### config.mk
export PLATFORM = sky130hd
export DESIGN_NAME = scfg_engine
export DESIGN_NICKNAME = d
export VERILOG_FILES = /design/src/rtl/scfg_pkg.sv /design/src/rtl/scfg_ctrl.sv /design/src/rtl/scfg_datapath.sv /design/src/rtl/scfg_engine.sv
export SDC_FILE = /design/constraint.sdc
export NUM_CORES = 1
export LEC_CHECK = 0
export ABC_AREA = 1
export BUFFER_PORTS_ARGS = -buffer_cell sky130_fd_sc_hd__buf_2
export CAP_MARGIN = 10
export CELL_PAD_IN_SITES_DETAIL_PLACEMENT = 0
export CELL_PAD_IN_SITES_GLOBAL_PLACEMENT = 1
export CORE_ASPECT_RATIO = 0.6
export CORE_UTILIZATION = 24
export DETAILED_ROUTE_END_ITERATION = 6
export GPL_TIMING_DRIVEN = 0
export PLACE_DENSITY_LB_ADDON = 0.1
export RECOVER_POWER = 50
export SYNTH_ARGS = -nofsm -noshare
export SYNTH_HDL_FRONTEND = slang
export SYNTH_SLANG_ARGS = --single-unit
### constraint.sdc
create_clock -name clk -period 0.8 [get_ports clk]
set_input_delay 0.12 -clock clk [delete_from_list [all_inputs] [get_ports clk]]
set_output_delay 0.12 -clock clk [all_outputs]
set_load 0.05 [all_outputs]
### src/rtl/scfg_pkg.sv
package scfg_pkg;

  typedef enum logic [1:0] {
    KIND_ATOMIC   = 2'd0,
    KIND_COMPOUND = 2'd1,
    KIND_PARALLEL = 2'd2,
    KIND_FINAL    = 2'd3
  } stateKind_e;

  // strobes from control to datapath
  typedef struct packed {
    logic initStep;
    logic done;
  } stepCtrl_t;

  // default chart: 0 root, 1 par, 2 regA, 3 a1, 4 a2, 5 regB, 6 b1, 7 b2, 8 fin, 9 side
  localparam int DEF_NS = 10;
  localparam int DEF_NT = 9;
  localparam int DEF_IW = 4;

  localparam logic [DEF_NS*DEF_IW-1:0] DEF_PARENT =
    {4'd0, 4'd0, 4'd5, 4'd5, 4'd1, 4'd2, 4'd2, 4'd1, 4'd0, 4'd0};
  localparam logic [DEF_NS*2-1:0] DEF_KIND =
    {2'd0, 2'd3, 2'd0, 2'd0, 2'd1, 2'd0, 2'd0, 2'd1, 2'd2, 2'd1};
  localparam logic [DEF_NS*DEF_IW-1:0] DEF_INIT =
    {4'd0, 4'd0, 4'd0, 4'd0, 4'd0, 4'd0, 4'd0, 4'd4, 4'd0, 4'd1};
  localparam logic [DEF_NT*DEF_NS-1:0] DEF_EXIT = {
    10'b0000011100, 10'b1000000000, 10'b0011111110,
    10'b1000000000, 10'b0011111110, 10'b0010000000,
    10'b0001000000, 10'b0000001000, 10'b0000010000};
  localparam logic [DEF_NT*DEF_NS-1:0] DEF_TARGET = {
    10'b0000000100, 10'b0000000010, 10'b1000000000,
    10'b0000001000, 10'b0100000000, 10'b0001000000,
    10'b0010000000, 10'b0000010000, 10'b0000001000};

endpackage

### src/rtl/scfg_ctrl.sv
module scfg_ctrl
  import scfg_pkg::*;
#(
  parameter int NS = DEF_NS,
  parameter int IW = DEF_IW,
  parameter logic [NS*IW-1:0] PARENT_TBL = DEF_PARENT,
  parameter logic [NS*2-1:0] KIND_TBL = DEF_KIND
) (
  input  logic clk,
  input  logic rst,
  input  logic [NS-1:0] activeQ,
  output stepCtrl_t ctrl
);

  function automatic logic [NS-1:0] calcTopFinal();
    logic [NS-1:0] m;
    m = '0;
    for (int s = 1; s < NS; s++) begin
      if (KIND_TBL[2*s +: 2] == 2'(KIND_FINAL) && PARENT_TBL[s*IW +: IW] == '0)
        m[s] = 1'b1;
    end
    return m;
  endfunction

  localparam logic [NS-1:0] TOP_FINAL = calcTopFinal();

  logic initPending;

  always_ff @(posedge clk) begin
    if (rst) initPending <= 1'b1;
    else     initPending <= 1'b0;
  end

  assign ctrl.initStep = initPending;
  assign ctrl.done     = |(activeQ & TOP_FINAL);

  // the forced first step brings the root up
  p_root_up_r1: assert property (@(posedge clk) disable iff (rst)
    ctrl.initStep |=> activeQ[0]);

  // completion drops the root at the next edge
  p_done_root_r9: assert property (@(posedge clk) disable iff (rst)
    ctrl.done |=> !activeQ[0]);

endmodule

### src/rtl/scfg_datapath.sv
module scfg_datapath
  import scfg_pkg::*;
#(
  parameter int NS = DEF_NS,
  parameter int NT = DEF_NT,
  parameter int IW = DEF_IW,
  parameter logic [NS*IW-1:0] PARENT_TBL = DEF_PARENT,
  parameter logic [NS*2-1:0] KIND_TBL = DEF_KIND,
  parameter logic [NS*IW-1:0] INIT_TBL = DEF_INIT,
  parameter logic [NT*NS-1:0] EXIT_TBL = DEF_EXIT,
  parameter logic [NT*NS-1:0] TARGET_TBL = DEF_TARGET
) (
  input  logic clk,
  input  logic rst,
  input  stepCtrl_t ctrl,
  input  logic [NT-1:0] selTrans,
  output logic [NS-1:0] activeQ,
  output logic [NS-1:0] entryStb,
  output logic [NS-1:0] exitStb
);

  function automatic int parentOf(int s);
    return int'(PARENT_TBL[s*IW +: IW]);
  endfunction

  function automatic stateKind_e kindOf(int s);
    return stateKind_e'(KIND_TBL[2*s +: 2]);
  endfunction

  // default child per state: declared one, else lowest-numbered child
  function automatic logic [NS*IW-1:0] calcDefaults();
    logic [NS*IW-1:0] r;
    int d;
    r = '0;
    for (int s = 0; s < NS; s++) begin
      d = int'(INIT_TBL[s*IW +: IW]);
      if (d == 0) begin
        for (int c = NS - 1; c > s; c--) begin
          if (int'(PARENT_TBL[c*IW +: IW]) == s) d = c;
        end
      end
      r[s*IW +: IW] = IW'(d);
    end
    return r;
  endfunction

  function automatic logic [NS-1:0] childMaskOf(int p);
    logic [NS-1:0] m;
    m = '0;
    for (int c = 1; c < NS; c++) begin
      if (int'(PARENT_TBL[c*IW +: IW]) == p) m[c] = 1'b1;
    end
    return m;
  endfunction

  localparam logic [NS*IW-1:0] DEF_CHILD = calcDefaults();

  // entry set: upward from targets, then downward from parents
  function automatic logic [NS-1:0] completeEntry(
    input logic [NT-1:0] sel,
    input logic [NS-1:0] stay,
    input logic          initStep
  );
    logic [NS-1:0] up, ce, childUp, childStay;
    int p;
    up = '0;
    for (int t = 0; t < NT; t++) begin
      if (sel[t]) up = up | TARGET_TBL[t*NS +: NS];
    end
    for (int s = NS - 1; s >= 1; s--) begin
      if (up[s]) up[parentOf(s)] = 1'b1;
    end
    childUp   = '0;
    childStay = '0;
    for (int s = 1; s < NS; s++) begin
      if (up[s])   childUp[parentOf(s)]   = 1'b1;
      if (stay[s]) childStay[parentOf(s)] = 1'b1;
    end
    ce = up;
    ce[0] = ce[0] | initStep;
    for (int s = 1; s < NS; s++) begin
      p = parentOf(s);
      if (ce[p]) begin
        if (kindOf(p) == KIND_PARALLEL) begin
          ce[s] = 1'b1;
        end else if (kindOf(p) == KIND_COMPOUND &&
                     s == int'(DEF_CHILD[p*IW +: IW]) &&
                     !childUp[p] && !childStay[p]) begin
          ce[s] = 1'b1;
        end
      end
    end
    return ce;
  endfunction

  logic [NS-1:0] exitAny;
  logic [NS-1:0] stayVec;
  logic [NS-1:0] ceVec;
  logic [NS-1:0] nextVec;

  always_comb begin
    exitAny = '0;
    for (int t = 0; t < NT; t++) begin
      if (selTrans[t]) exitAny = exitAny | EXIT_TBL[t*NS +: NS];
    end
  end

  assign exitStb  = activeQ & exitAny;
  assign stayVec  = activeQ & ~exitStb;
  assign ceVec    = completeEntry(selTrans, stayVec, ctrl.initStep);
  assign entryStb = ceVec & (exitStb | ~activeQ);

  always_comb begin
    nextVec    = ceVec | stayVec;
    nextVec[0] = ~ctrl.done;
  end

  always_ff @(posedge clk) begin
    if (rst) activeQ <= '0;
    else     activeQ <= nextVec;
  end

  // an entered state is active after the edge (root excluded)
  p_entry_sets_r8: assert property (@(posedge clk) disable iff (rst)
    !ctrl.initStep |-> ((($past(entryStb) & ~activeQ) >> 1) == '0));

  // an exited state not re-entered is gone after the edge
  p_exit_clears_r8: assert property (@(posedge clk) disable iff (rst)
    !ctrl.initStep |-> ((activeQ & $past(exitStb & ~entryStb)) == '0));

  genvar g;
  generate
    for (g = 1; g < NS; g++) begin : gParChild
      localparam int PG = int'(PARENT_TBL[g*IW +: IW]);
      if (KIND_TBL[2*PG +: 2] == 2'(KIND_PARALLEL)) begin : gChk
        // a parallel parent entering drags this child along
        p_par_child_r4: assert property (@(posedge clk) disable iff (rst)
          entryStb[PG] |-> entryStb[g]);
      end
    end
    for (g = 0; g < NS; g++) begin : gCmpChild
      if (KIND_TBL[2*g +: 2] == 2'(KIND_COMPOUND)) begin : gChk
        localparam logic [NS-1:0] KIDS = childMaskOf(g);
        // never two active children of one compound state
        p_one_child_r6: assert property (@(posedge clk) disable iff (rst)
          $countones(activeQ & KIDS) <= 1);
      end
    end
  endgenerate

endmodule

### src/rtl/scfg_engine.sv
module scfg_engine
  import scfg_pkg::*;
#(
  parameter int NS = DEF_NS,
  parameter int NT = DEF_NT,
  parameter int IW = DEF_IW,
  parameter logic [NS*IW-1:0] PARENT_TBL = DEF_PARENT,
  parameter logic [NS*2-1:0] KIND_TBL = DEF_KIND,
  parameter logic [NS*IW-1:0] INIT_TBL = DEF_INIT,
  parameter logic [NT*NS-1:0] EXIT_TBL = DEF_EXIT,
  parameter logic [NT*NS-1:0] TARGET_TBL = DEF_TARGET
) (
  input  logic clk,
  input  logic rst,
  input  logic [NT-1:0] selTrans,
  output logic [NS-1:0] activeVec,
  output logic [NS-1:0] entryStrobe,
  output logic [NS-1:0] exitStrobe,
  output logic completed
);

  stepCtrl_t ctrl;
  logic [NS-1:0] activeQ;

  scfg_ctrl #(
    .NS(NS), .IW(IW), .PARENT_TBL(PARENT_TBL), .KIND_TBL(KIND_TBL)
  ) uCtrl (
    .clk(clk), .rst(rst), .activeQ(activeQ), .ctrl(ctrl)
  );

  scfg_datapath #(
    .NS(NS), .NT(NT), .IW(IW), .PARENT_TBL(PARENT_TBL), .KIND_TBL(KIND_TBL),
    .INIT_TBL(INIT_TBL), .EXIT_TBL(EXIT_TBL), .TARGET_TBL(TARGET_TBL)
  ) uPath (
    .clk(clk), .rst(rst), .ctrl(ctrl), .selTrans(selTrans),
    .activeQ(activeQ), .entryStb(entryStrobe), .exitStb(exitStrobe)
  );

  assign activeVec = activeQ;
  assign completed = ctrl.done;

endmodule

Word-level counts from Yosys, hierarchy flattened
Cells that the tools add are included.
{"block": "word_totals", "wordCells": 70, "latchBits": 0, "register_bits": 11, "rom_bits": 0, "output_inout_bits": 31, "inputBits": 11, "mem_bits_rw": 0, "mem_count": 0}
{"block": "classes", "n_addsub": 0, "reduce_logical": 9, "bitwise_logic": 9, "n_lt_le_gt_ge": 0, "div_mod_pow": 0, "muxes": 50, "eq_ne": 0, "n_shift": 0, "mul": 0}
{"operator": "$mux 1", "count": 32}
{"operator": "$mux 8", "count": 4}
{"operator": "$and 10x10->10", "count": 3}
{"operator": "$mux 10", "count": 3}
{"operator": "$not 10->10", "count": 2}
{"operator": "$or 10x10->10", "count": 2}
{"operator": "$mux 5", "count": 3}
{"operator": "$mux 7", "count": 2}
{"operator": "$mux 4", "count": 3}
{"operator": "$mux 9", "count": 1}
{"operator": "$logic_not 1->1", "count": 6}
{"operator": "$logic_and 1x1->1", "count": 3}
{"operator": "$mux 3", "count": 1}
{"operator": "$mux 2", "count": 1}
{"operator": "$not 1->1", "count": 1}
{"operator": "$or 1x1->1", "count": 1}

Longest topological paths before layout
{"block": "depth", "ltp_word": 22, "ltp_mapped": 7, "mapped_depth_nobuf": 7}

By module
Synthesis repeated with hierarchy kept, for this count alone.
{"block": "hier_totals", "hier_cells": 98, "hier_area_um2": 706.9}
{"module": "scfg_datapath", "cells_per_inst": 95, "area_per_inst_um2": 671.9, "seq_area_each_um2": 200.2, "instances": 1}
{"module": "scfg_ctrl", "cells_per_inst": 3, "area_per_inst_um2": 35.0, "seq_area_each_um2": 20.0, "instances": 1}

Worst setup path before layout
No wires, ideal clock.
{"block": "synth_timing", "path_type": "reg-to-output", "from": "register uPath.activeQ[6]", "to": "output port exitStrobe[6]", "slack_ns": -1.172, "stages_incl_launch_ff": 2, "path_buffers": 0, "arrival_ns": 1.852, "path_cell_list": "dfxtp_1 a21boi_0"}
{"block": "synth_between", "elab_chain_len": 1}
{"item": "start: declaration", "line": "scfg_datapath.sv:17", "rtl": "output logic [NS-1:0] activeQ,"}
{"item": "start signal: assignment", "line": "scfg_datapath.sv:120", "rtl": "else activeQ <= nextVec;"}
{"item": "$and 10x10->10", "line": "scfg_datapath.sv:108", "rtl": "assign exitStb = activeQ & exitAny;"}
{"item": "end: declaration", "line": "scfg_engine.sv:18", "rtl": "output logic [NS-1:0] exitStrobe,"}
Every way passes these cells.

Worst setup path after layout
{"block": "layout_timing", "from": "register uCtrl.initPending", "to": "output port entryStrobe[6]"}
{"block": "layout_between", "elab_chain_len": 5}
{"item": "start: declaration", "line": "scfg_ctrl.sv:27", "rtl": "logic initPending;"}
{"item": "start signal: assignment", "line": "scfg_ctrl.sv:30", "rtl": "if (rst) initPending <= 1'b1;"}
{"item": "start signal: assignment", "line": "scfg_ctrl.sv:31", "rtl": "else initPending <= 1'b0;"}
{"item": "$or 1x1->1", "line": "scfg_datapath.sv:80", "rtl": "ce[0] = ce[0] | initStep;"}
{"item": "$mux 1 (3 in a row)", "line": "scfg_datapath.sv:83", "rtl": "if (ce[p]) begin"}
{"item": "$and 10x10->10", "line": "scfg_datapath.sv:111", "rtl": "assign entryStb = ceVec & (exitStb | ~activeQ);"}
{"item": "end: declaration", "line": "scfg_engine.sv:17", "rtl": "output logic [NS-1:0] entryStrobe,"}
Every way passes these cells.

==> results.txt <==
The clock transition at the registers of the reported paths is about 0.060 ns. The synthesized area divided by synthesized cell count came out at around 7 um2. Across all register-to-register paths, the minimum setup slack is -0.29 ns. Setup repair after global routing could not meet its margin everywhere.

For this run, the post-layout net count is 175. The I/O pin total came out at 42. The total die area came out at 0.003049 mm2.

The switching power came out at 923.4 uW. Wire segments on met3 add up to between 150 and 200 um in the final route. The yosys synthesis warning count came out at 0. The die width is a little over 70 um. The number of iterations in the first detailed-routing pass is 6.

The root buffer cell chosen for the clock tree is clkbuf_8. The startpoint identified for the worst register-to-register timing path is uCtrl.initPending$_DFF_P_. The number of buffers on the longest clock path is 2.

The worst setup path is captured at an output pin. The share of total power dissipated in sequential elements is 0.267. The startpoint kind of the worst setup timing path is a flop. The data arrival time of the worst path is 1.25 ns. Of the post-synthesis cell area, the dominant cell type holds 0.3247.

The number of instances in the synthesized netlist is 97. The wire length per cell came out at approximately 13 um. Of the total power, the clock network draws 0.253. The final count of negative-setup-slack endpoints is 34. The cell total after placement is ~170.

The total of buffers placed on input and output ports is 39. The worst hold path belongs to the class in2reg. The initial core utilization is 0.2616. The highest metal layer carrying signal wires in the routed design is met4. The final hold violation count is 0. The switching share of total power is 0.3991. The repair_antennas step left the layout with diodes totalling 0.

The final max-slew violation count came to 0. The clock net sink count is 11. The top achievable clock speed came out at between 0.7 and 0.8 GHz.

The routed design has roughly 2500 um of wire. For this run, the number of standard cells in the final layout without fillers is about 200. The wire length of the first global-routing pass came out at between 3000 and 4000 um. The routed wire length on met2 is between 1000 and 1500 um. The worst clock skew is 0.005661 ns. The number of DRC violations after detailed-routing iteration 0 is 27. The area overhead of the layout relative to synthesis came out at 155.2%. The clock reaches the later pin of the worst-skew pair after 0.24 ns. In this run the worst setup path terminates at entryStrobe[6]. The flip-flop and latch count after synthesis is 11.

In the final layout, the share of cells above drive strength 1 is 0.8098. The critical path starts at uCtrl.initPending$_DFF_P_. The share of the Yosys chip area taken by registers is 0.3247.

By startpoint and endpoint, the worst setup path is classified as reg2out. By area the synthesized netlist is led by dfxtp_1, inv_1, nor2_1. The areal power density over the cells came out at around 1300 mW/mm2.

The congestion estimate from routability-driven global placement came to ~0.69. The routed length on met1 is slightly above 1000 um. The maximum number of pins on one net before global-route repair came out at 9. The worst register-to-register path has a depth of 7. The cell that appears most often on the critical path is nand2_4. The global-route congestion overflow total came out at 0. TritonCTS built the clock tree. The placeable core area is around 0.0026 mm2. The detail route stage leaves a number of antenna-violating nets equal to 0. The total leakage power is a little over 0.0008 uW.

The synthesized cell area is 678.2 um2. The number of antenna violations at the first check in global routing came to 0. The via count normalized by instance count is 4.431. The proportion of power drawn by combinational gates came out at 0.480. The power consumption came out at approximately 2300 uW.

The die height is between 40 and 50 um. The total track usage is 0.1674. The final HPWL from detailed placement is between 1500 and 2000 um. The via count of the first global-routing pass is around 800. The number of buffers added by the clock tree synthesis step came out at 3. The final routed DRC violation total is 6.

The largest vdd supply drop came out at roughly 0.0011 V. The delay of the slowest critical-path stage came out at between 0.3 and 0.4 ns. For this design, the slowest cell found on the critical path is dfxtp_2. The endpoint identified for the worst register-to-register timing path is uPath.activeQ[1]$_SDFF_PP0_. The library cell used most frequently in the layout, excluding fill and tap cells, is buf_6. The number of violations of the max-capacitance limit is 0. Yosys mapped the design onto 23 distinct sky130hd cell types. Traced cell by cell, the critical path runs through inv_2 -> nand2_4 -> nand4_4 -> nand2_4 -> nand2_4 -> nor2_4 -> buf_8. After layout, the minimum clock period comes to 1.372 ns. The required time at the worst-slack endpoint came out at 0.68 ns. The internal power consumption is approximately 1400 uW.

The sum of negative setup slack came out at -9.831 ns. Leaving out fill and tap cells, the most frequent cells in the layout are buf_6, buf_8, buf_4, nor2_4. Measured on the finished design, the core utilization comes to 0.6675. Along the worst path, the maximum fanout reaches 4. The number of H-tree branching levels is 1. Dividing the final minimum period by the clock period gives 1.715. The final reports fail on design-rule violations, negative setup slack. The biggest area contributor in the post-synthesis netlist is dfxtp_1.

In the post-route analysis, the smallest setup slack over all paths is -0.5722 ns. The run finished, with violations left. The routed layout has between 800 and 900 vias. The number of placement rows is 14.
[final cells by class]
class                   count  area (um2)
fillers                   212       862.1
repair buffers             61       658.1
multi-input cells          56       564.3
flip-flops and latches     11       259.0
inverters                  26       117.6
plain buffers               5       46.29
clock buffers               4       45.04
well taps                  32       40.04
[cells by family (layout without fill, tap and decap cells)]
family | after synthesis | after routing | synth area share
AOI/OAI and AO/OA | 16 | 16 | 0.1439
and+or+nand+nor | 38 | 38 | 0.3265
DFF | 11 | 11 | 0.3247
other | 1 | 2 | 0.005530
buffers and inverters | 31 | 96 | 0.1992
[layer usage]
| metal | global-route usage | vias to the layer above |
|---|---|---|
| met3 | 0.05226 | 4 |
| li1 | - | 427 |
| met5 | 0 | - |
| met2 | 0.2757 | 30 |
| met1 | 0.2011 | 403 |
| met4 | 0.08000 | 0 |
[Yosys cell counts]
master and count:
buf_6 1, o21ai_0 3, a21oi_2 2, a31oi_1 2
inv_2 6, nand3_1 6, nor2_2 4, nand2_4 2
buf_4 3, nand4_4 1, conb_1 1, clkbuf_1 1
nand3_2 1, dfxtp_1 11, inv_1 20, nand2_2 2
o21ai_1 3, nand4_2 2, o21a_1 1, nor2_1 15
a21boi_0 2, a21oi_1 3, nand2_1 5
[state kept, by name (all words and copies together) (netlist names)]
signal and count:
uPath.activeQ 10, uCtrl.initPending 1
[how the worst min path moves through the flow]
stage,from,end,slack (ns),depth (start not counted)
after floorplan,rst,uCtrl.initPending$_DFF_P_,0.15,0
after global placement,rst,uCtrl.initPending$_DFF_P_,0.24,1
after detailed placement,rst,uCtrl.initPending$_DFF_P_,0.24,1
after CTS,selTrans[4],uPath.activeQ[8]$_SDFF_PP0_,0.12,3
after global routing,selTrans[4],uPath.activeQ[8]$_SDFF_PP0_,0.14,3
final,selTrans[4],uPath.activeQ[8]$_SDFF_PP0_,0.11,3
[power by group through the flow]
stage / Clock, uW / Combinational (uW) / Sequential, uW
floorplan: 0 / 509 / 741
global placement: 0 / 777 / 628
detailed placement: 0 / 779 / 630
CTS: 606 / 1040 / 620
global route: 647 / 1150 / 622
finish: 585 / 1110 / 618
[critical path: cells and delay by family, from the launching register on]
kind          cells  cell delay, ns
flops             1            0.32
simple gates      5            0.48
buf+inv           2            0.20
[through the flow]
step	cell area, um2	setup WS [ns]	hold slack [ns]
after floorplan	950.9	-0.3897	0.1477
after global placement	1186	-0.6076	0.2366
after detailed placement	1186	-0.6089	0.2360
after CTS	1628	-0.5637	0.1167
after global routing	1730	-0.6308	0.1397
final	1730	-0.5722	0.1094
[timing repair]
| item | 4_1_cts | 5_1_grt |
|---|---|---|
| pin swaps | 11 | 7 |
| gates resized for setup | 86 | 15 |
| setup endpoints to repair | 34 | 35 |
| hold endpoints to repair | 1 | 0 |
| hold buffers | 1 | 0 |
| buffers inserted | 15 | 8 |
Note: power is estimated with default switching activity, not from simulation.
